[src/rtl/blk_dispatch_pkg.sv]
package blk_dispatch_pkg;

    parameter int unsigned DEF_SLOTS      = 8;
    parameter int unsigned DEF_REG_TOTAL  = 1024;
    parameter int unsigned DEF_SMEM_TOTAL = 4096;
    parameter int unsigned DEF_WARP_TOTAL = 32;
    parameter int unsigned DEF_ID_W       = 12;

    typedef enum logic [0:0] {
        ST_IDLE = 1'b0,
        ST_RUN  = 1'b1
    } disp_state_e;

    // width of an index that can address n entries (at least one bit)
    function automatic int unsigned idx_width(input int unsigned n);
        return (n > 1) ? $clog2(n) : 1;
    endfunction

endpackage

[src/rtl/blk_slot_table.sv]
module blk_slot_table
    import blk_dispatch_pkg::*;
#(
    parameter int unsigned NUM_SLOTS = DEF_SLOTS,
    localparam int unsigned SLOT_W   = idx_width(NUM_SLOTS)
) (
    input  logic              clk,
    input  logic              rst,
    input  logic              clear,
    input  logic              rel_req,
    input  logic [SLOT_W-1:0] rel_slot,
    input  logic              alloc,
    input  logic [SLOT_W-1:0] alloc_slot,
    output logic              rel_ok,
    output logic              free_found,
    output logic [SLOT_W-1:0] free_slot
);

    logic [NUM_SLOTS-1:0] occ;
    logic [NUM_SLOTS-1:0] rel_mask;
    logic [NUM_SLOTS-1:0] occ_after;
    logic [NUM_SLOTS-1:0] occ_next;

    // a release only counts when the named slot is really held
    always_comb begin
        rel_ok = 1'b0;
        for (int i = 0; i < NUM_SLOTS; i++) begin
            if (rel_req && (rel_slot == SLOT_W'(i)) && occ[i]) rel_ok = 1'b1;
        end
    end

    for (genvar g = 0; g < NUM_SLOTS; g++) begin : g_slot
        assign rel_mask[g]  = rel_ok && (rel_slot == SLOT_W'(g));
        assign occ_after[g] = occ[g] && !rel_mask[g];
        assign occ_next[g]  = occ_after[g] || (alloc && (alloc_slot == SLOT_W'(g)));
    end

    // lowest free slot, looking at occupancy after this cycle's release
    always_comb begin
        free_found = 1'b0;
        free_slot  = '0;
        for (int i = NUM_SLOTS - 1; i >= 0; i--) begin
            if (!occ_after[i]) begin
                free_found = 1'b1;
                free_slot  = SLOT_W'(i);
            end
        end
    end

    always_ff @(posedge clk) begin
        if (rst || clear) occ <= '0;
        else              occ <= occ_next;
    end

endmodule

[src/rtl/blk_pool_counter.sv]
module blk_pool_counter #(
    parameter int unsigned W     = 11,
    parameter int unsigned TOTAL = 1024
) (
    input  logic         clk,
    input  logic         rst,
    input  logic         clear,
    input  logic [W-1:0] need,
    input  logic         take,
    input  logic         give,
    output logic         fits
);

    logic [W-1:0] used;
    logic [W-1:0] after_give;
    logic [W:0]   demand;

    assign after_give = used - (give ? need : '0);
    assign demand     = {1'b0, after_give} + {1'b0, need};
    assign fits       = demand <= (W+1)'(TOTAL);

    always_ff @(posedge clk) begin
        if (rst || clear) used <= '0;
        else              used <= after_give + (take ? need : '0);
    end

endmodule

[src/rtl/blk_dispatch_ctrl.sv]
module blk_dispatch_ctrl
    import blk_dispatch_pkg::*;
#(
    parameter int unsigned NUM_SLOTS  = DEF_SLOTS,
    parameter int unsigned REG_TOTAL  = DEF_REG_TOTAL,
    parameter int unsigned SMEM_TOTAL = DEF_SMEM_TOTAL,
    parameter int unsigned WARP_TOTAL = DEF_WARP_TOTAL,
    parameter int unsigned ID_W       = DEF_ID_W,
    localparam int unsigned SLOT_W    = idx_width(NUM_SLOTS),
    localparam int unsigned REG_W     = $clog2(REG_TOTAL + 1),
    localparam int unsigned SMEM_W    = $clog2(SMEM_TOTAL + 1),
    localparam int unsigned WARP_W    = $clog2(WARP_TOTAL + 1)
) (
    input  logic              clk,
    input  logic              rst,
    input  logic              cfg_load,
    input  logic [REG_W-1:0]  cfg_reg_need,
    input  logic [SMEM_W-1:0] cfg_smem_need,
    input  logic [WARP_W-1:0] cfg_warp_need,
    input  logic [ID_W-1:0]   cfg_num_blocks,
    input  logic              rel_ok,
    input  logic              free_found,
    input  logic [SLOT_W-1:0] free_slot,
    input  logic              fit_reg,
    input  logic              fit_smem,
    input  logic              fit_warp,
    output logic              clear,
    output logic              take,
    output logic [REG_W-1:0]  reg_need,
    output logic [SMEM_W-1:0] smem_need,
    output logic [WARP_W-1:0] warp_need,
    output logic              launch_valid,
    output logic [ID_W-1:0]   launch_id,
    output logic [SLOT_W-1:0] launch_slot,
    output logic [REG_W-1:0]  launch_reg_base,
    output logic [SMEM_W-1:0] launch_smem_base,
    output logic              kernel_done,
    output logic              cfg_error
);

    disp_state_e     state;
    logic [ID_W-1:0] num_q;
    logic [ID_W-1:0] launched;
    logic [ID_W-1:0] completed;
    logic            cfg_bad;
    logic            give;

    assign cfg_bad = (32'(cfg_reg_need)  > REG_TOTAL)  ||
                     (32'(cfg_smem_need) > SMEM_TOTAL) ||
                     (32'(cfg_warp_need) > WARP_TOTAL);

    assign clear = cfg_load && (state == ST_IDLE);
    assign give  = rel_ok && (state == ST_RUN);
    assign take  = (state == ST_RUN) && (launched != num_q) && free_found &&
                   fit_reg && fit_smem && fit_warp;

    always_ff @(posedge clk) begin
        if (rst) begin
            state            <= ST_IDLE;
            num_q            <= '0;
            launched         <= '0;
            completed        <= '0;
            reg_need         <= '0;
            smem_need        <= '0;
            warp_need        <= '0;
            launch_valid     <= 1'b0;
            launch_id        <= '0;
            launch_slot      <= '0;
            launch_reg_base  <= '0;
            launch_smem_base <= '0;
            kernel_done      <= 1'b0;
            cfg_error        <= 1'b0;
        end else begin
            launch_valid <= take;
            if (take) begin
                launch_id        <= launched;
                launch_slot      <= free_slot;
                launch_reg_base  <= REG_W'(32'(free_slot) * 32'(reg_need));
                launch_smem_base <= SMEM_W'(32'(free_slot) * 32'(smem_need));
                launched         <= launched + 1'b1;
            end
            case (state)
                ST_IDLE: begin
                    if (cfg_load) begin
                        kernel_done <= 1'b0;
                        cfg_error   <= cfg_bad;
                        if (!cfg_bad) begin
                            reg_need  <= cfg_reg_need;
                            smem_need <= cfg_smem_need;
                            warp_need <= cfg_warp_need;
                            num_q     <= cfg_num_blocks;
                            launched  <= '0;
                            completed <= '0;
                            if (cfg_num_blocks == '0) kernel_done <= 1'b1;
                            else                      state       <= ST_RUN;
                        end
                    end
                end
                ST_RUN: begin
                    if (give) begin
                        completed <= completed + 1'b1;
                        if (completed + 1'b1 == num_q) begin
                            kernel_done <= 1'b1;
                            state       <= ST_IDLE;
                        end
                    end
                end
                default: state <= ST_IDLE;
            endcase
        end
    end

endmodule

[src/rtl/blk_dispatch.sv]
module blk_dispatch
    import blk_dispatch_pkg::*;
#(
    parameter int unsigned NUM_SLOTS  = DEF_SLOTS,
    parameter int unsigned REG_TOTAL  = DEF_REG_TOTAL,
    parameter int unsigned SMEM_TOTAL = DEF_SMEM_TOTAL,
    parameter int unsigned WARP_TOTAL = DEF_WARP_TOTAL,
    parameter int unsigned ID_W       = DEF_ID_W,
    localparam int unsigned SLOT_W    = idx_width(NUM_SLOTS),
    localparam int unsigned REG_W     = $clog2(REG_TOTAL + 1),
    localparam int unsigned SMEM_W    = $clog2(SMEM_TOTAL + 1),
    localparam int unsigned WARP_W    = $clog2(WARP_TOTAL + 1)
) (
    input  logic              clk,
    input  logic              rst,
    input  logic              cfg_load,
    input  logic [REG_W-1:0]  cfg_reg_need,
    input  logic [SMEM_W-1:0] cfg_smem_need,
    input  logic [WARP_W-1:0] cfg_warp_need,
    input  logic [ID_W-1:0]   cfg_num_blocks,
    input  logic              done_valid,
    input  logic [SLOT_W-1:0] done_slot,
    output logic              launch_valid,
    output logic [ID_W-1:0]   launch_id,
    output logic [SLOT_W-1:0] launch_slot,
    output logic [REG_W-1:0]  launch_reg_base,
    output logic [SMEM_W-1:0] launch_smem_base,
    output logic              kernel_done,
    output logic              cfg_error
);

    logic              clear;
    logic              take;
    logic              rel_ok;
    logic              free_found;
    logic [SLOT_W-1:0] free_slot;
    logic              fit_reg;
    logic              fit_smem;
    logic              fit_warp;
    logic [REG_W-1:0]  k_reg_need;
    logic [SMEM_W-1:0] k_smem_need;
    logic [WARP_W-1:0] k_warp_need;
    logic              pool_give;

    assign pool_give = rel_ok;

    blk_slot_table #(.NUM_SLOTS(NUM_SLOTS)) u_slots (
        .clk        (clk),
        .rst        (rst),
        .clear      (clear),
        .rel_req    (done_valid),
        .rel_slot   (done_slot),
        .alloc      (take),
        .alloc_slot (free_slot),
        .rel_ok     (rel_ok),
        .free_found (free_found),
        .free_slot  (free_slot)
    );

    blk_pool_counter #(.W(REG_W), .TOTAL(REG_TOTAL)) u_reg_pool (
        .clk (clk), .rst (rst), .clear (clear), .need (k_reg_need),
        .take (take), .give (pool_give), .fits (fit_reg)
    );

    blk_pool_counter #(.W(SMEM_W), .TOTAL(SMEM_TOTAL)) u_smem_pool (
        .clk (clk), .rst (rst), .clear (clear), .need (k_smem_need),
        .take (take), .give (pool_give), .fits (fit_smem)
    );

    blk_pool_counter #(.W(WARP_W), .TOTAL(WARP_TOTAL)) u_warp_pool (
        .clk (clk), .rst (rst), .clear (clear), .need (k_warp_need),
        .take (take), .give (pool_give), .fits (fit_warp)
    );

    blk_dispatch_ctrl #(
        .NUM_SLOTS  (NUM_SLOTS),
        .REG_TOTAL  (REG_TOTAL),
        .SMEM_TOTAL (SMEM_TOTAL),
        .WARP_TOTAL (WARP_TOTAL),
        .ID_W       (ID_W)
    ) u_ctrl (
        .clk              (clk),
        .rst              (rst),
        .cfg_load         (cfg_load),
        .cfg_reg_need     (cfg_reg_need),
        .cfg_smem_need    (cfg_smem_need),
        .cfg_warp_need    (cfg_warp_need),
        .cfg_num_blocks   (cfg_num_blocks),
        .rel_ok           (rel_ok),
        .free_found       (free_found),
        .free_slot        (free_slot),
        .fit_reg          (fit_reg),
        .fit_smem         (fit_smem),
        .fit_warp         (fit_warp),
        .clear            (clear),
        .take             (take),
        .reg_need         (k_reg_need),
        .smem_need        (k_smem_need),
        .warp_need        (k_warp_need),
        .launch_valid     (launch_valid),
        .launch_id        (launch_id),
        .launch_slot      (launch_slot),
        .launch_reg_base  (launch_reg_base),
        .launch_smem_base (launch_smem_base),
        .kernel_done      (kernel_done),
        .cfg_error        (cfg_error)
    );

endmodule

[config.mk]
export PLATFORM = sky130hd
export DESIGN_NAME = blk_dispatch
export DESIGN_NICKNAME = d
export VERILOG_FILES = /design/src/rtl/blk_dispatch_pkg.sv /design/src/rtl/blk_slot_table.sv /design/src/rtl/blk_pool_counter.sv /design/src/rtl/blk_dispatch_ctrl.sv /design/src/rtl/blk_dispatch.sv
export SDC_FILE = /design/constraint.sdc
export NUM_CORES = 1
export LEC_CHECK = 0
export BUFFER_PORTS_ARGS = -buffer_cell sky130_fd_sc_hd__buf_2
export CORE_MARGIN = 1.5
export CORE_UTILIZATION = 45
export CTS_CLUSTER_DIAMETER = 80
export CTS_CLUSTER_SIZE = 20
export DETAILED_ROUTE_END_ITERATION = 7
export HOLD_SLACK_MARGIN = 0.12
export MAX_ROUTING_LAYER = met4
export PLACE_DENSITY = 0.61
export SYNTH_ARGS = -nofsm -noshare
export SYNTH_HDL_FRONTEND = slang
export SYNTH_SLANG_ARGS = --single-unit
[constraint.sdc]
create_clock -name clk -period 17.2 [get_ports clk]
set_input_delay 2.58 -clock clk [delete_from_list [all_inputs] [get_ports clk]]
set_output_delay 2.58 -clock clk [all_outputs]
set_load 0.02 [all_outputs]
After elaboration in Yosys (flattened, before gate mapping)
Index checks and enable logic that the tools add are counted.

operators by class
  multiplexer cells = 50
  $mul = 2
  $add $sub $neg = 11
  bitwise gates (word level) = 2
  divide/modulo/power cells = 0
  equality and inequality tests = 20
  reduce and logical (&&, ||, !) cells = 73
  shifts and indexed selects = 0
  order comparisons = 6

operators with widths
  operator                 count
  $mux W12                 7
  $logic_and A1 B1 Y1      47
  $mux W1                  26
  $mux W13                 2
  $add A12 B1 Y12 const B  2
  $eq A3 B3 Y1 const B     8
  $mux W3                  8
  $pmux W12 S2             1
  $mux W11                 2
  $add A13 B13 Y14         1
  $le A14 B13 Y1 const B   1
  $add A13 B13 Y13         1
  $gt A13 B13 Y1 const B   1
  $mul A3 B13 Y13          1
  $sub A13 B13 Y13         1
  $add A11 B11 Y12         1
  $eq A12 B12 Y1           1
  $eq A3 B2 Y1 const B     4
  $le A12 B11 Y1 const B   1
  $logic_not A12 Y1        1
  $mux W6                  2
  $ne A12 B12 Y1           1
  $add A11 B11 Y11         1
  $gt A11 B11 Y1 const B   1
  16 further kinds         42

word-level totals
  output and inout port bits = 42
  input bits = 49
  word-level logic and storage cells = 182
  memory bits (read-only) = 0
  bits in registers = 147
  bits in latches = 0
  RAM bits = 0
  memories kept = 0

Depth between registers and ports, before layout
Gate-level depths: netlist of run 1.

  word-level depth = 30
  gate-level depth with buffers = 38
  depth with buffers taken out = 34

Hierarchy
A second synthesis of run 1 with hierarchy kept.

second synthesis, totals
  cells, all modules = 1,505
  area total of the unflattened synthesis = 11,931.4 µm²

modules (own cells, without submodules)
  module                           sequential area each (µm²)  times used  area each (µm²)  cells an instance
  blk_dispatch_ctrl                2,182.1                     1           6,369.9          789
  blk_pool_counter at u_smem_pool  260.2                       1           2,289.7          305
  blk_pool_counter at u_reg_pool   220.2                       1           1,808.0          229
  blk_pool_counter at u_warp_pool  120.1                       1           865.8            103
  blk_slot_table                   160.2                       1           598.1            79

Least setup slack after synthesis of run 1
No wires, ideal clock.

  kind = input -> register
  start = input done_slot[2]
  end = register u_smem_pool.used[12]
  path buffers = 5
  stages = 35
  setup time = 0.062 ns
  required time = 17.138 ns
  setup slack = 7.341 ns
  arrival time = 9.797 ns
  cell sequence = clkbuf_1 -> mux4_2 -> nand2_1 -> a21boi_1 -> clkbuf_1 -> buf_1 -> nand2_1 -> ha_1 -> o21ai_0 -> a21boi_0 -> o21ai_0 -> a21boi_0 -> o21ai_0 -> a21boi_0 -> or4b_2 -> nand3_1 -> ha_1 -> a21oi_1 -> o21ai_0 -> xor2_1 -> o41ai_4 -> and4_1 -> buf_4 -> buf_2 -> and2_1 -> ha_1 -> fa_1 -> a21oi_1 -> o21bai_1 -> a2111oi_0 -> o31ai_1 -> o41ai_1 -> nand2_1 -> or3_1 -> nand3_1

between the ends
  longest elaborated chain between the ends = 28
  elaborated cells on any way between the ends = 82
  classes of those cells = add/sub (7); order compare (3); eq/ne (7); mux (20); reduce/logical (45)

RTL lines
  element                                            line                    text
  from (decl)                                        blk_dispatch.sv:22      input logic [SLOT_W-1:0] done_slot,
  branches (longest 27 deep; another with $mux W13)  n/a
  $add A13 B13 Y13 *                                 blk_pool_counter.sv:24  else used <= after_give + (take ? need : '0);
  to (signal assigned)                               blk_pool_counter.sv:24
  to (decl)                                          blk_pool_counter.sv:14  logic [W-1:0] used;

Every way passes the cells marked *.
A chain may end at the register's enable or synchronous reset.

Worst setup path in the final report of run 1
  start = input done_slot[2]
  end = register u_reg_pool.used[10]

between the ends
  longest elaborated chain between the ends = 28
  elaborated cells on any way between the ends = 82
  classes of those cells = add/sub (7); order compare (3); eq/ne (7); mux (20); reduce/logical (45)

RTL lines
  element                                            line
  branches (longest 27 deep; another with $mux W13)  n/a
  $add A11 B11 Y11 *                                 blk_pool_counter.sv:24
  to (signal assigned)                               blk_pool_counter.sv:24
  to (decl)                                          blk_pool_counter.sv:14

Marks and branches as above.

==> results of run 1 <==
==> metrics by stage <==
stage	util (%)	instances	hold slack, ps	area (um2)
global route	51.29	1844	463.7	12510
global placement	48.90	1812	438.6	11930
finish	51.29	1844	448.0	12510
detailed placement	48.90	1812	441.7	11930
floorplan	-	1443	457.4	11200
CTS	51.29	1844	451.4	12510
==> cells in the mapped netlist (4+ instances only) <==
cell	instances	area (um2)
sky130_fd_sc_hd__o41ai_1	6	52.55
sky130_fd_sc_hd__a21oi_1	149	745.7
sky130_fd_sc_hd__dfxtp_1	147	2943
sky130_fd_sc_hd__fa_1	29	580.6
sky130_fd_sc_hd__nor4_1	16	100.1
sky130_fd_sc_hd__o31ai_1	8	60.06
sky130_fd_sc_hd__or3_1	13	81.33
sky130_fd_sc_hd__xnor2_1	55	481.7
sky130_fd_sc_hd__buf_1	4	15.01
sky130_fd_sc_hd__nand3_1	31	155.2
sky130_fd_sc_hd__clkbuf_1	41	153.9
sky130_fd_sc_hd__nand2b_1	8	50.05
sky130_fd_sc_hd__and3_1	9	56.30
sky130_fd_sc_hd__ha_1	106	1326
sky130_fd_sc_hd__o21ai_0	53	265.3
sky130_fd_sc_hd__or4_1	10	75.07
sky130_fd_sc_hd__a221oi_1	5	43.79
sky130_fd_sc_hd__a211oi_1	10	75.07
sky130_fd_sc_hd__inv_1	83	311.6
sky130_fd_sc_hd__xor2_1	48	420.4
sky130_fd_sc_hd__nand3b_1	8	60.06
sky130_fd_sc_hd__o21bai_1	8	60.06
sky130_fd_sc_hd__and2_1	43	269.0
sky130_fd_sc_hd__a31oi_1	9	56.30
sky130_fd_sc_hd__nand4_1	9	56.30
sky130_fd_sc_hd__o211ai_1	9	67.56
sky130_fd_sc_hd__nor2b_1	23	143.9
sky130_fd_sc_hd__a21o_1	25	187.7
sky130_fd_sc_hd__o21a_1	9	67.56
sky130_fd_sc_hd__nand2_1	292	1096
sky130_fd_sc_hd__nor3_1	14	70.07
sky130_fd_sc_hd__a21boi_0	6	45.04
sky130_fd_sc_hd__buf_2	8	40.04
sky130_fd_sc_hd__nor2_1	87	326.6
==> per-layer routing <==
metal  global-route usage [%]  up-vias
met5                        -        -
met4                    7.407        0
met3                    2.996       39
met2                    38.23      214
met1                    31.65     4708
li1                         -     5105
==> layout make-up <==
type                            instances  share of cell area (%)
Multi-Input combinational cell       1158                   61.86
Sequential cell                       147                   23.52
Timing Repair Buffer                  100                   4.220
Clock buffer                           19                   3.540
Tap cell                              324                   3.240
Inverter                               83                   2.490
Clock inverter                         13                   1.130
==> kinds of logic (layout without fill, tap and decap cells) <==
kind of cell | after synthesis | count (layout)
compound gates | 328 | 328
fa+ha+maj | 135 | 135
flops | 147 | 147
simple gates | 583 | 583
xor+xnor | 105 | 105
buf+inv | 138 | 215
mux | 7 | 7
==> report_power, final <==
group	total (mW)	internal [mW]	switching [mW]	leakage [nW]
Clock	0.381	0.209	0.172	0.282
Combinational	0.0471	0.0166	0.0305	4.06
Sequential	0.348	0.343	0.00526	1.19
==> sequential cells by signal, indices dropped and copies added (netlist names), 8 cells and up <==
register,cells
u_ctrl.completed,12
u_ctrl.launch_id,12
u_ctrl.launch_reg_base,11
u_ctrl.launch_smem_base,13
u_ctrl.launched,12
u_ctrl.num_q,12
u_ctrl.reg_need,11
u_ctrl.smem_need,13
u_reg_pool.used,11
u_slots.occ,8
u_smem_pool.used,13
==> worst paths after layout <==
path / from / endpoint / slack, ps / cells past startpoint
max: done_slot[2] / u_reg_pool.used[10] / 7220 / 32
min: u_ctrl.launch_reg_base[5] / u_ctrl.launch_reg_base[5] / 450 / 2
max reg2reg: u_slots.occ[5] / u_reg_pool.used[10] / 9220 / 31
min reg2reg: u_ctrl.launch_reg_base[5] / u_ctrl.launch_reg_base[5] / 450 / 2
==> critical path, delay by kind of cell <==
| family | cells | cell delay (ps) |
|---|---|---|
| AOI/OAI and AO/OA | 14 | 2870 |
| and+or+nand+nor | 8 | 1930 |
| adders and majority gates | 4 | 1080 |
| buffers and inverters | 3 | 890 |
| muxes | 1 | 510 |
| xor gates and xnor gates | 2 | 400 |
==> flow_metrics.env, run 1 <==
export IMPL_leakage_nw=5.527
export IMPL_final_setup_tns_ps=0
export IMPL_fp_row_count=57
export IMPL_via_per_inst=5.459
export IMPL_vias_in_the_first_global_route=9770
export IMPL_fin_worst_skew_ps=18.71
export IMPL_synth_enable_flop_cells=0
export IMPL_wirelength_mm=29.23
export IMPL_fp_dieArea_um2=25830
export IMPL_fmax_mhz=100.2
export IMPL_hold_path_class="flop to flop"
export IMPL_die_height_um=160.7
export IMPL_drt_iter0_markers=488
export IMPL_grt_pass1_wl_mm=48.62
export IMPL_ant_nets=0
export IMPL_area_share_of_and_or_nand_nor_cells_after_synthesis_pct=24.25
export IMPL_n_antenna_cell=0
export IMPL_critical_path_slowest_cell="sky130_fd_sc_hd__and4_2"
export IMPL_number_of_slew_limit_violations_in_the_final_report=0
export IMPL_synth_adder_area_share_pct=17.03
export IMPL_postSynthNetCount=1627
export IMPL_worstPathArrival_ps=10320
export IMPL_worst_setup_path_start_kind="input pin"
export IMPL_avgSynthCellArea_um2=7.759
export IMPL_num_fill_cells=2407
export IMPL_seqCellArea_um2=2943
export IMPL_power_per_cell_area_nw_per_um2=62.11
export IMPL_fp_dieW_um=160.7
export IMPL_hold_viol_final=0
export IMPL_final_setup_viol_count=0
export IMPL_cts_tree="built"
export IMPL_layout_min_cycle_time_ps=9978
export IMPL_grt_max_degree=62
export IMPL_cts_max_level=4
export IMPL_cpPeakStageDelay_ps=560
export IMPL_most_common_layout_cells="sky130_fd_sc_hd__nand2_1 (292), sky130_fd_sc_hd__a21oi_1 (148), sky130_fd_sc_hd__dfxtp_1 (147), sky130_fd_sc_hd__ha_1 (106), sky130_fd_sc_hd__buf_2 (89)"
export IMPL_drt_pass1_iter_count=5
export IMPL_syn_cell_area_um2=11200
export IMPL_timing_max_slew_rel_slack_pct=55.79
export IMPL_top_layer_reached_by_signal_wires="met4"
export IMPL_grt_remaining_overflow=0
export IMPL_antenna_found_initial=0
export IMPL_synth_sequential_area_ratio_pct=26.29
export IMPL_yosys_mux_area_fraction_pct=0.8717
export IMPL_num_io_pins=91
export IMPL_postCtsSetupRepairBufs=0
export IMPL_main_combinational_cell_family_by_area_after_synthesis="simple AND/OR/NAND/NOR gates"
export IMPL_numPortBuffers=90
export IMPL_synth_yosys_warnings=0
export IMPL_status="finished, final reports clean"
export IMPL_layout_setup_ws_ps=7222
export IMPL_m1WireLength_mm=14.25
export IMPL_post_dp_hpwl_mm=21.78
export IMPL_multiInputGateArea_um2=7739
export IMPL_power_total_uw=777.0
export IMPL_cts_inserted_buffers=17
export IMPL_via_count=10070
export IMPL_worst_slew_pin_slew_ps=663.2
export IMPL_synth_seq_cells=147
export IMPL_cp_end_kind="flop"
export IMPL_max_clock_path_buffers=2
export IMPL_post_synth_xor_area_fraction_pct=8.460
export IMPL_start_util_pct=45.90
export IMPL_commonest_non_fill_non_tap_cell_in_the_layout="sky130_fd_sc_hd__nand2_1"
export IMPL_pre_cts_slack_ps=6831
export IMPL_average_detailed_routed_wire_length_per_instance_um=15.85
export IMPL_nets=1691
export IMPL_syn2layout_area_growth_pct=11.75
export IMPL_post_route_drc_count=0
export IMPL_critPathRequiredTime_ps=17540
export IMPL_clockRootBuffer="sky130_fd_sc_hd__clkbuf_16"
export IMPL_total_routing_usage_gr_pct=23.95
export IMPL_floorplan_core_area_um2=24390
export IMPL_postSynthCellCount=1443
export IMPL_detailroute_wirelength_met3_mm=1.067
export IMPL_grt_setup_unrepaired="no"
export IMPL_worst_skew_pair_late_latency_ps=430
export IMPL_gp_congestion=0.8922
export IMPL_worst_ir_drop_vdd_uv=52.24
export IMPL_cap_violations=0
export IMPL_cp_common_cell="sky130_fd_sc_hd__ha_1"
export IMPL_yosysUniqueCellTypes=80
export IMPL_critPathKind="input pin to flop"
export IMPL_cts_repair_resize_count=0
export IMPL_cts_sink_count=147
export IMPL_hold_fix_buffers_cts=0
export IMPL_period_share_pct=58.01
export IMPL_critical_path_peak_fanout=43
export IMPL_async_flop_share_pct=0
export IMPL_wl_met2_mm=13.23
export IMPL_proportion_of_layout_cells_with_a_drive_suffix_above_1_pct=10.39
export IMPL_clkTransAtPathRegs_ps=70
export IMPL_synth_compound_area_share_pct=18.32
export IMPL_synthFlopType="sky130_fd_sc_hd__dfxtp_1"
Power figures use the tool's default switching activity.
==> run 2: changes to the inputs <==
==> constraint.sdc (replaced) <==
create_clock -name clk -period 10.38 [get_ports clk]
set_input_delay 1.557 -clock clk [delete_from_list [all_inputs] [get_ports clk]]
set_output_delay 1.557 -clock clk [all_outputs]
set_load 0.02 [all_outputs]
==> run 2 against run 1 <==
Core utilization is essentially flat; combinational power grew 66%; non-clock buffer count grew 1; critical endpoint is now u_smem_pool.used[12]; register-to-register slack lost 6800 ps.
==> flow_metrics.env, run 2 (synthesis gave the netlist of run 1 again) <==
export IMPL_holdPathEnd="u_ctrl.launch_reg_base[2]"
export IMPL_grt_pass1_wl_mm=49.14
export IMPL_fp_dieArea_um2=25830
export IMPL_num_io_pins=91
export IMPL_worstPathArrival_ps=9230
export IMPL_average_detailed_routed_wire_length_per_instance_um=15.98
export IMPL_critical_path_slowest_cell="sky130_fd_sc_hd__a2111oi_0"
export IMPL_via_per_inst=5.515
export IMPL_cpPeakStageDelay_ps=660
export IMPL_clockRootBuffer="sky130_fd_sc_hd__clkbuf_16"
export IMPL_ant_nets=0
export IMPL_power_per_cell_area_nw_per_um2=102.2
export IMPL_worst_setup_path_start_kind="input pin"
export IMPL_status="finished, final reports clean"
export IMPL_timing_max_slew_rel_slack_pct=55.42
export IMPL_critical_path_peak_fanout=34
export IMPL_final_setup_tns_ps=0
export IMPL_post_route_drc_count=0
export IMPL_layout_min_cycle_time_ps=8858
export IMPL_max_clock_path_buffers=2
export IMPL_syn2layout_area_growth_pct=11.73
export IMPL_biggestRegsByFlops="u_ctrl.launch_smem_base x13, u_ctrl.smem_need x13, u_smem_pool.used x13"
export IMPL_period_share_pct=85.33
export IMPL_post_dp_hpwl_mm=22.27
export IMPL_gp_congestion=0.8828
export IMPL_leakage_nw=5.533
export IMPL_grt_max_degree=62
export IMPL_cts_sink_count=147
export IMPL_worst_slew_pin_slew_ps=651.9
export IMPL_fin_worst_skew_ps=11.51
export IMPL_grt_remaining_overflow=0
export IMPL_vias_in_the_first_global_route=9809
export IMPL_wirelength_mm=29.47
export IMPL_n_antenna_cell=0
export IMPL_hold_fix_buffers_cts=0
export IMPL_timing_rr_start="u_slots.occ[6]"
export IMPL_num_fill_cells=2434
export IMPL_fp_dieW_um=160.7
export IMPL_most_common_layout_cells="sky130_fd_sc_hd__nand2_1 (292), sky130_fd_sc_hd__a21oi_1 (148), sky130_fd_sc_hd__dfxtp_1 (147), sky130_fd_sc_hd__ha_1 (106), sky130_fd_sc_hd__buf_2 (89)"
export IMPL_worst_ir_drop_vdd_uv=97.36
export IMPL_worstHoldStart="u_ctrl.launch_reg_base[2]"
export IMPL_die_height_um=160.7
export IMPL_grt_setup_unrepaired="no"
export IMPL_start_util_pct=45.90
export IMPL_number_of_slew_limit_violations_in_the_final_report=0
export IMPL_cts_max_level=4
export IMPL_crit_reg2reg_capture="u_smem_pool.used[12]"
export IMPL_critPathKind="input pin to flop"
export IMPL_final_setup_viol_count=0
export IMPL_commonest_non_fill_non_tap_cell_in_the_layout="sky130_fd_sc_hd__nand2_1"
export IMPL_worst_skew_pair_late_latency_ps=440
export IMPL_cp_end_kind="flop"
export IMPL_proportion_of_layout_cells_with_a_drive_suffix_above_1_pct=10.46
export IMPL_postCtsSetupRepairBufs=0
export IMPL_clkTransAtPathRegs_ps=70
export IMPL_reg2reg_setup_slack_ps=2470
export IMPL_cts_repair_resize_count=0
export IMPL_hold_path_class="flop to flop"
export IMPL_total_routing_usage_gr_pct=24.20
export IMPL_cts_inserted_buffers=17
export IMPL_hold_viol_final=0
export IMPL_worst_r2r_path_depth=29
export IMPL_nets=1692
export IMPL_drt_pass1_iter_count=5
export IMPL_cp_buffers_inverters=5
export IMPL_floorplan_core_area_um2=24390
export IMPL_cap_violations=0
export IMPL_placed_cells_incl_taps=1813
export IMPL_critPathRequiredTime_ps=10750
export IMPL_fmax_mhz=112.9
export IMPL_path_delay_family="compound AO/OA/AOI/OAI gates"
export IMPL_numPortBuffers=90
export IMPL_drt_iter0_markers=591
export IMPL_via_count=10170
export IMPL_antenna_found_initial=0
export IMPL_hold_slack_ps=446.8
export IMPL_hold_path_cell_count=2
export IMPL_final_cells=1844
export IMPL_cts_tree="built"
export IMPL_fp_row_count=57
[run 2: routing by layer]
layer / up-vias / global-route usage, % / wire length [um]
met4: 0 / 4.588 / 264
li1: 5099 / - / -
met1: 4815 / 31.46 / 13890
met5: - / - / 0
met3: 25 / 3.254 / 1320
met2: 230 / 40.44 / 14000
[run 2: where the power goes]
| group | internal, mW | total [mW] | switching [mW] |
|---|---|---|---|
| clock network | 0.338 | 0.623 | 0.284 |
| registers | 0.569 | 0.578 | 0.00877 |
| logic | 0.0277 | 0.0784 | 0.0507 |
[run 2: worst register-to-register path: cells and delay by family (launching register included)]
kind | cells | cell delay (ps)
mux | 1 | 260
flops | 1 | 420
simple gates | 8 | 1790
fa+ha+maj | 3 | 710
compound gates | 12 | 3510
xor+xnor | 1 | 250
buf+inv | 4 | 900
[run 2: layout make-up]
class                   count  area, um2  area share [%]
clock buffers              17      425.4           3.401
multi-input cells        1158       7739           61.86
repair buffers            101      535.5           4.281
clock inverters            14      150.1           1.200
inverters                  83      311.5           2.490
flip-flops and latches    147       2943           23.52
well taps                 324      405.4           3.241
[run 2: through the flow]
step	setup WS [ps]	utilization (%)	power (mW)	instance area, um2
2_1_floorplan	1544	-	0.6364	11200
3_3_place_gp	1299	48.93	0.6681	11930
3_5_place_dp	1089	48.93	0.6684	11930
4_1_cts	1490	51.29	1.295	12510
5_1_grt	663.2	51.29	1.325	12510
6_report	1522	51.29	1.279	12510
[run 2: worst max-delay path by stage]
stage	end	slack [ps]	start	cells after the start
after floorplan	u_smem_pool.used[12]	1540	done_slot[2]	35
after global placement	u_smem_pool.used[12]	1300	done_slot[0]	30
after detailed placement	u_smem_pool.used[12]	1090	done_slot[2]	30
after CTS	u_smem_pool.used[12]	1490	done_slot[2]	30
after global routing	u_smem_pool.used[12]	660	done_slot[2]	30
final	u_smem_pool.used[12]	1520	done_slot[2]	30
==> run 3: changes to the inputs <==
--- a/config.mk
+++ b/config.mk
@@ -5,6 +5,7 @@
 export SDC_FILE = /design/constraint.sdc
 export NUM_CORES = 1
 export LEC_CHECK = 0
+export ABC_AREA = 1
 export BUFFER_PORTS_ARGS = -buffer_cell sky130_fd_sc_hd__buf_2
 export CORE_MARGIN = 1.5
 export CORE_UTILIZATION = 45
@@ -13,7 +14,7 @@
 export DETAILED_ROUTE_END_ITERATION = 7
 export HOLD_SLACK_MARGIN = 0.12
 export MAX_ROUTING_LAYER = met4
-export PLACE_DENSITY = 0.61
+export PLACE_DENSITY = 0.6
 export SYNTH_ARGS = -nofsm -noshare
 export SYNTH_HDL_FRONTEND = slang
 export SYNTH_SLANG_ARGS = --single-unit
==> run 3 against run 2 <==
Non-clock buffer count down 3; total power up 6.4%; design area up 8.8%; synthesized cell count up 32%; sequential share of layout area down 1.9 points; global-route usage up 2.0 points; core utilization down 0.80 points; largest cell class unchanged; highest routed layer unchanged.
==> flow_metrics.env, run 3 <==
export IMPL_drt_pass1_iter_count=7
export IMPL_placed_cells_incl_taps=2284
export IMPL_synth_enable_flop_cells=0
export IMPL_hold_path_cell_count=2
export IMPL_grt_setup_unrepaired="no"
export IMPL_postSynthCellCount=1902
export IMPL_critical_path_slowest_cell="sky130_fd_sc_hd__inv_1"
export IMPL_worst_r2r_path_depth=45
export IMPL_main_combinational_cell_family_by_area_after_synthesis="simple AND/OR/NAND/NOR gates"
export IMPL_worst_slew_pin_slew_ps=1282
export IMPL_start_util_pct=45.93
export IMPL_area_share_of_and_or_nand_nor_cells_after_synthesis_pct=30.24
export IMPL_async_flop_share_pct=0
export IMPL_synth_sequential_area_ratio_pct=23.77
export IMPL_drt_iter0_markers=853
export IMPL_synthFlopType="sky130_fd_sc_hd__dfxtp_1"
export IMPL_floorplan_core_area_um2=26950
export IMPL_ant_nets=0
export IMPL_post_route_drc_count=0
export IMPL_synth_adder_area_share_pct=15.40
export IMPL_reg2reg_setup_slack_ps=3060
export IMPL_synth_yosys_warnings=0
export IMPL_critPathRequiredTime_ps=10760
export IMPL_postSynthNetCount=2086
export IMPL_commonest_non_fill_non_tap_cell_in_the_layout="sky130_fd_sc_hd__nand2_1"
export IMPL_hold_fix_buffers_cts=0
export IMPL_worstPathArrival_ps=8790
export IMPL_synth_most_common_cell="sky130_fd_sc_hd__nand2_1"
export IMPL_fp_dieW_um=168.9
export IMPL_syn2layout_area_growth_pct=9.916
export IMPL_timing_max_slew_rel_slack_pct=14.44
export IMPL_biggestRegsByFlops="u_ctrl.launch_smem_base x13, u_ctrl.smem_need x13, u_smem_pool.used x13"
export IMPL_die_height_um=168.9
export IMPL_cts_inserted_buffers=17
export IMPL_hold_path_class="flop to flop"
export IMPL_cts_tree="built"
export IMPL_avgSynthCellArea_um2=6.508
export IMPL_synth_compound_area_share_pct=13.89
export IMPL_layout_setup_ws_ps=1966
export IMPL_via_count=12190
export IMPL_cpPeakStageDelay_ps=690
export IMPL_pre_cts_slack_ps=1538
export IMPL_fin_worst_skew_ps=16.34
export IMPL_max_clock_path_buffers=2
export IMPL_leakage_nw=6.598
export IMPL_critPathKind="input pin to flop"
export IMPL_average_detailed_routed_wire_length_per_instance_um=15.14
export IMPL_proportion_of_layout_cells_with_a_drive_suffix_above_1_pct=9.372
export IMPL_n_antenna_cell=0
export IMPL_yosys_top_cells_count="sky130_fd_sc_hd__nand2_1 (479), sky130_fd_sc_hd__inv_1 (290), sky130_fd_sc_hd__a21oi_1 (185), sky130_fd_sc_hd__nor2_1 (154), sky130_fd_sc_hd__dfxtp_1 (147)"
export IMPL_fmax_mhz=118.9
export IMPL_wirelength_mm=35.05
export IMPL_numPortBuffers=90
export IMPL_total_routing_usage_gr_pct=26.16
export IMPL_most_common_layout_cells="sky130_fd_sc_hd__nand2_1 (479), sky130_fd_sc_hd__inv_1 (289), sky130_fd_sc_hd__a21oi_1 (185), sky130_fd_sc_hd__nor2_1 (154), sky130_fd_sc_hd__dfxtp_1 (147)"
export IMPL_nets=2146
export IMPL_cts_sink_count=147
export IMPL_grt_max_degree=60
export IMPL_fp_dieArea_um2=28510
export IMPL_yosysUniqueCellTypes=48
export IMPL_yosys_mux_area_fraction_pct=0
export IMPL_postCtsSetupRepairBufs=0
export IMPL_crit_reg2reg_capture="u_smem_pool.used[10]"
export IMPL_synth_seq_cells=147
export IMPL_post_dp_hpwl_mm=27.33
export IMPL_cp_end_kind="flop"
export IMPL_num_io_pins=91
export IMPL_antenna_found_initial=0
export IMPL_via_per_inst=5.267
export IMPL_number_of_slew_limit_violations_in_the_final_report=0
export IMPL_vias_in_the_first_global_route=11420
export IMPL_fp_row_count=60
export IMPL_worst_ir_drop_vdd_uv=114.7
export IMPL_power_per_cell_area_nw_per_um2=99.94
export IMPL_grt_remaining_overflow=0
export IMPL_cts_repair_resize_count=0
export IMPL_worst_setup_path_start_kind="input pin"
export IMPL_period_share_pct=81.06
export IMPL_yosys_area_top_type="sky130_fd_sc_hd__dfxtp_1"
export IMPL_critical_path_peak_fanout=23
export IMPL_gp_congestion=0.9077
export IMPL_clkTransAtPathRegs_ps=60
export IMPL_final_setup_tns_ps=0
export IMPL_synth_area_top_cells="sky130_fd_sc_hd__dfxtp_1 (24%), sky130_fd_sc_hd__nand2_1 (15%), sky130_fd_sc_hd__ha_1 (11%)"
export IMPL_cap_violations=0
export IMPL_timing_rr_start="u_slots.occ[3]"
export IMPL_hold_viol_final=0
export IMPL_worst_skew_pair_late_latency_ps=440
export IMPL_hold_slack_ps=459.1
export IMPL_cts_max_level=4
export IMPL_final_cells=2315
export IMPL_final_util_pct=50.48
export IMPL_layout_min_cycle_time_ps=8414
export IMPL_clockRootBuffer="sky130_fd_sc_hd__clkbuf_16"
export IMPL_synth_top_area_share_pct=23.77
export IMPL_syn_cell_area_um2=12380
export IMPL_status="finished, final reports clean"
export IMPL_cp_common_cell="sky130_fd_sc_hd__nand2_1"
export IMPL_final_setup_viol_count=0
export IMPL_worstHoldStart="u_ctrl.launch_reg_base[4]"
export IMPL_grt_pass1_wl_mm=57.85
export IMPL_holdPathEnd="u_ctrl.launch_reg_base[4]"
export IMPL_post_synth_xor_area_fraction_pct=5.236
[run 3: cell count changes after synthesis, moves of 21 or more]
cell,change
sky130_fd_sc_hd__nor2b_1,-23
sky130_fd_sc_hd__a21o_1,-21
sky130_fd_sc_hd__nor2_1,+67
sky130_fd_sc_hd__and2_1,-40
sky130_fd_sc_hd__nand3_1,+98
sky130_fd_sc_hd__o21ai_0,+24
sky130_fd_sc_hd__nand4_1,+26
sky130_fd_sc_hd__nand2_1,+187
sky130_fd_sc_hd__a21oi_1,+36
sky130_fd_sc_hd__inv_1,+207
[run 3: how the worst max path moves through the flow]
stage | slack [ps] | to | start
5_1_grt | 1170 | u_reg_pool.used[9] | done_slot[1]
3_5_place_dp | 1540 | u_reg_pool.used[9] | done_slot[1]
6_report | 1970 | u_smem_pool.used[10] | done_slot[1]
3_3_place_gp | 1860 | u_smem_pool.used[10] | done_slot[1]
2_1_floorplan | 3020 | u_smem_pool.used[10] | done_slot[1]
4_1_cts | 1980 | u_reg_pool.used[9] | done_slot[1]
[run 3: area by class of cell]
cell class | count | area, um2
fill | 2803 | 13350
multi-input combinational | 1396 | 8023
sequential | 147 | 2943
inverter | 302 | 1134
timing repair buffer | 98 | 510.5
tap | 341 | 426.7
clock buffer | 17 | 425.4
clock inverter | 14 | 143.9
[run 3: cells by family after synthesis]
family | count (synthesis)
adders and majority gates | 135
and+or+nand+nor | 870
AOI/OAI and AO/OA | 317
xor gates and xnor gates | 74
DFF | 147
buffers and inverters | 359
[run 3: worst max-delay path, delay by kind of cell]
kind | cells | cell delay (ps)
buffers and inverters | 6 | 1130
and+or+nand+nor | 28 | 3170
AOI/OAI and AO/OA | 9 | 1460
adders and majority gates | 4 | 1420
[run 3: metrics by stage]
step                      cell area [um2]  total power, mW
final                               13610            1.360
after global routing                13610            1.414
after CTS                           13610            1.371
after global placement              13040           0.7530
after floorplan                     12380           0.7034
after detailed placement            13040           0.7544
[run 3: metal layers]
layer  track usage [%]  up-vias  routed length [um]
met5                 -        -                   0
met4             6.793        0                 627
met3             3.086       41                1635
met2             42.11      286               15870
met1             34.86     5614               16910
li1                  -     6253                   -
[run 3: where the power goes]
part / switching, mW / internal (mW)
sequential: 0.0144 / 0.574
combinational: 0.103 / 0.0509
clock: 0.281 / 0.337
total: 0.398 / 0.961
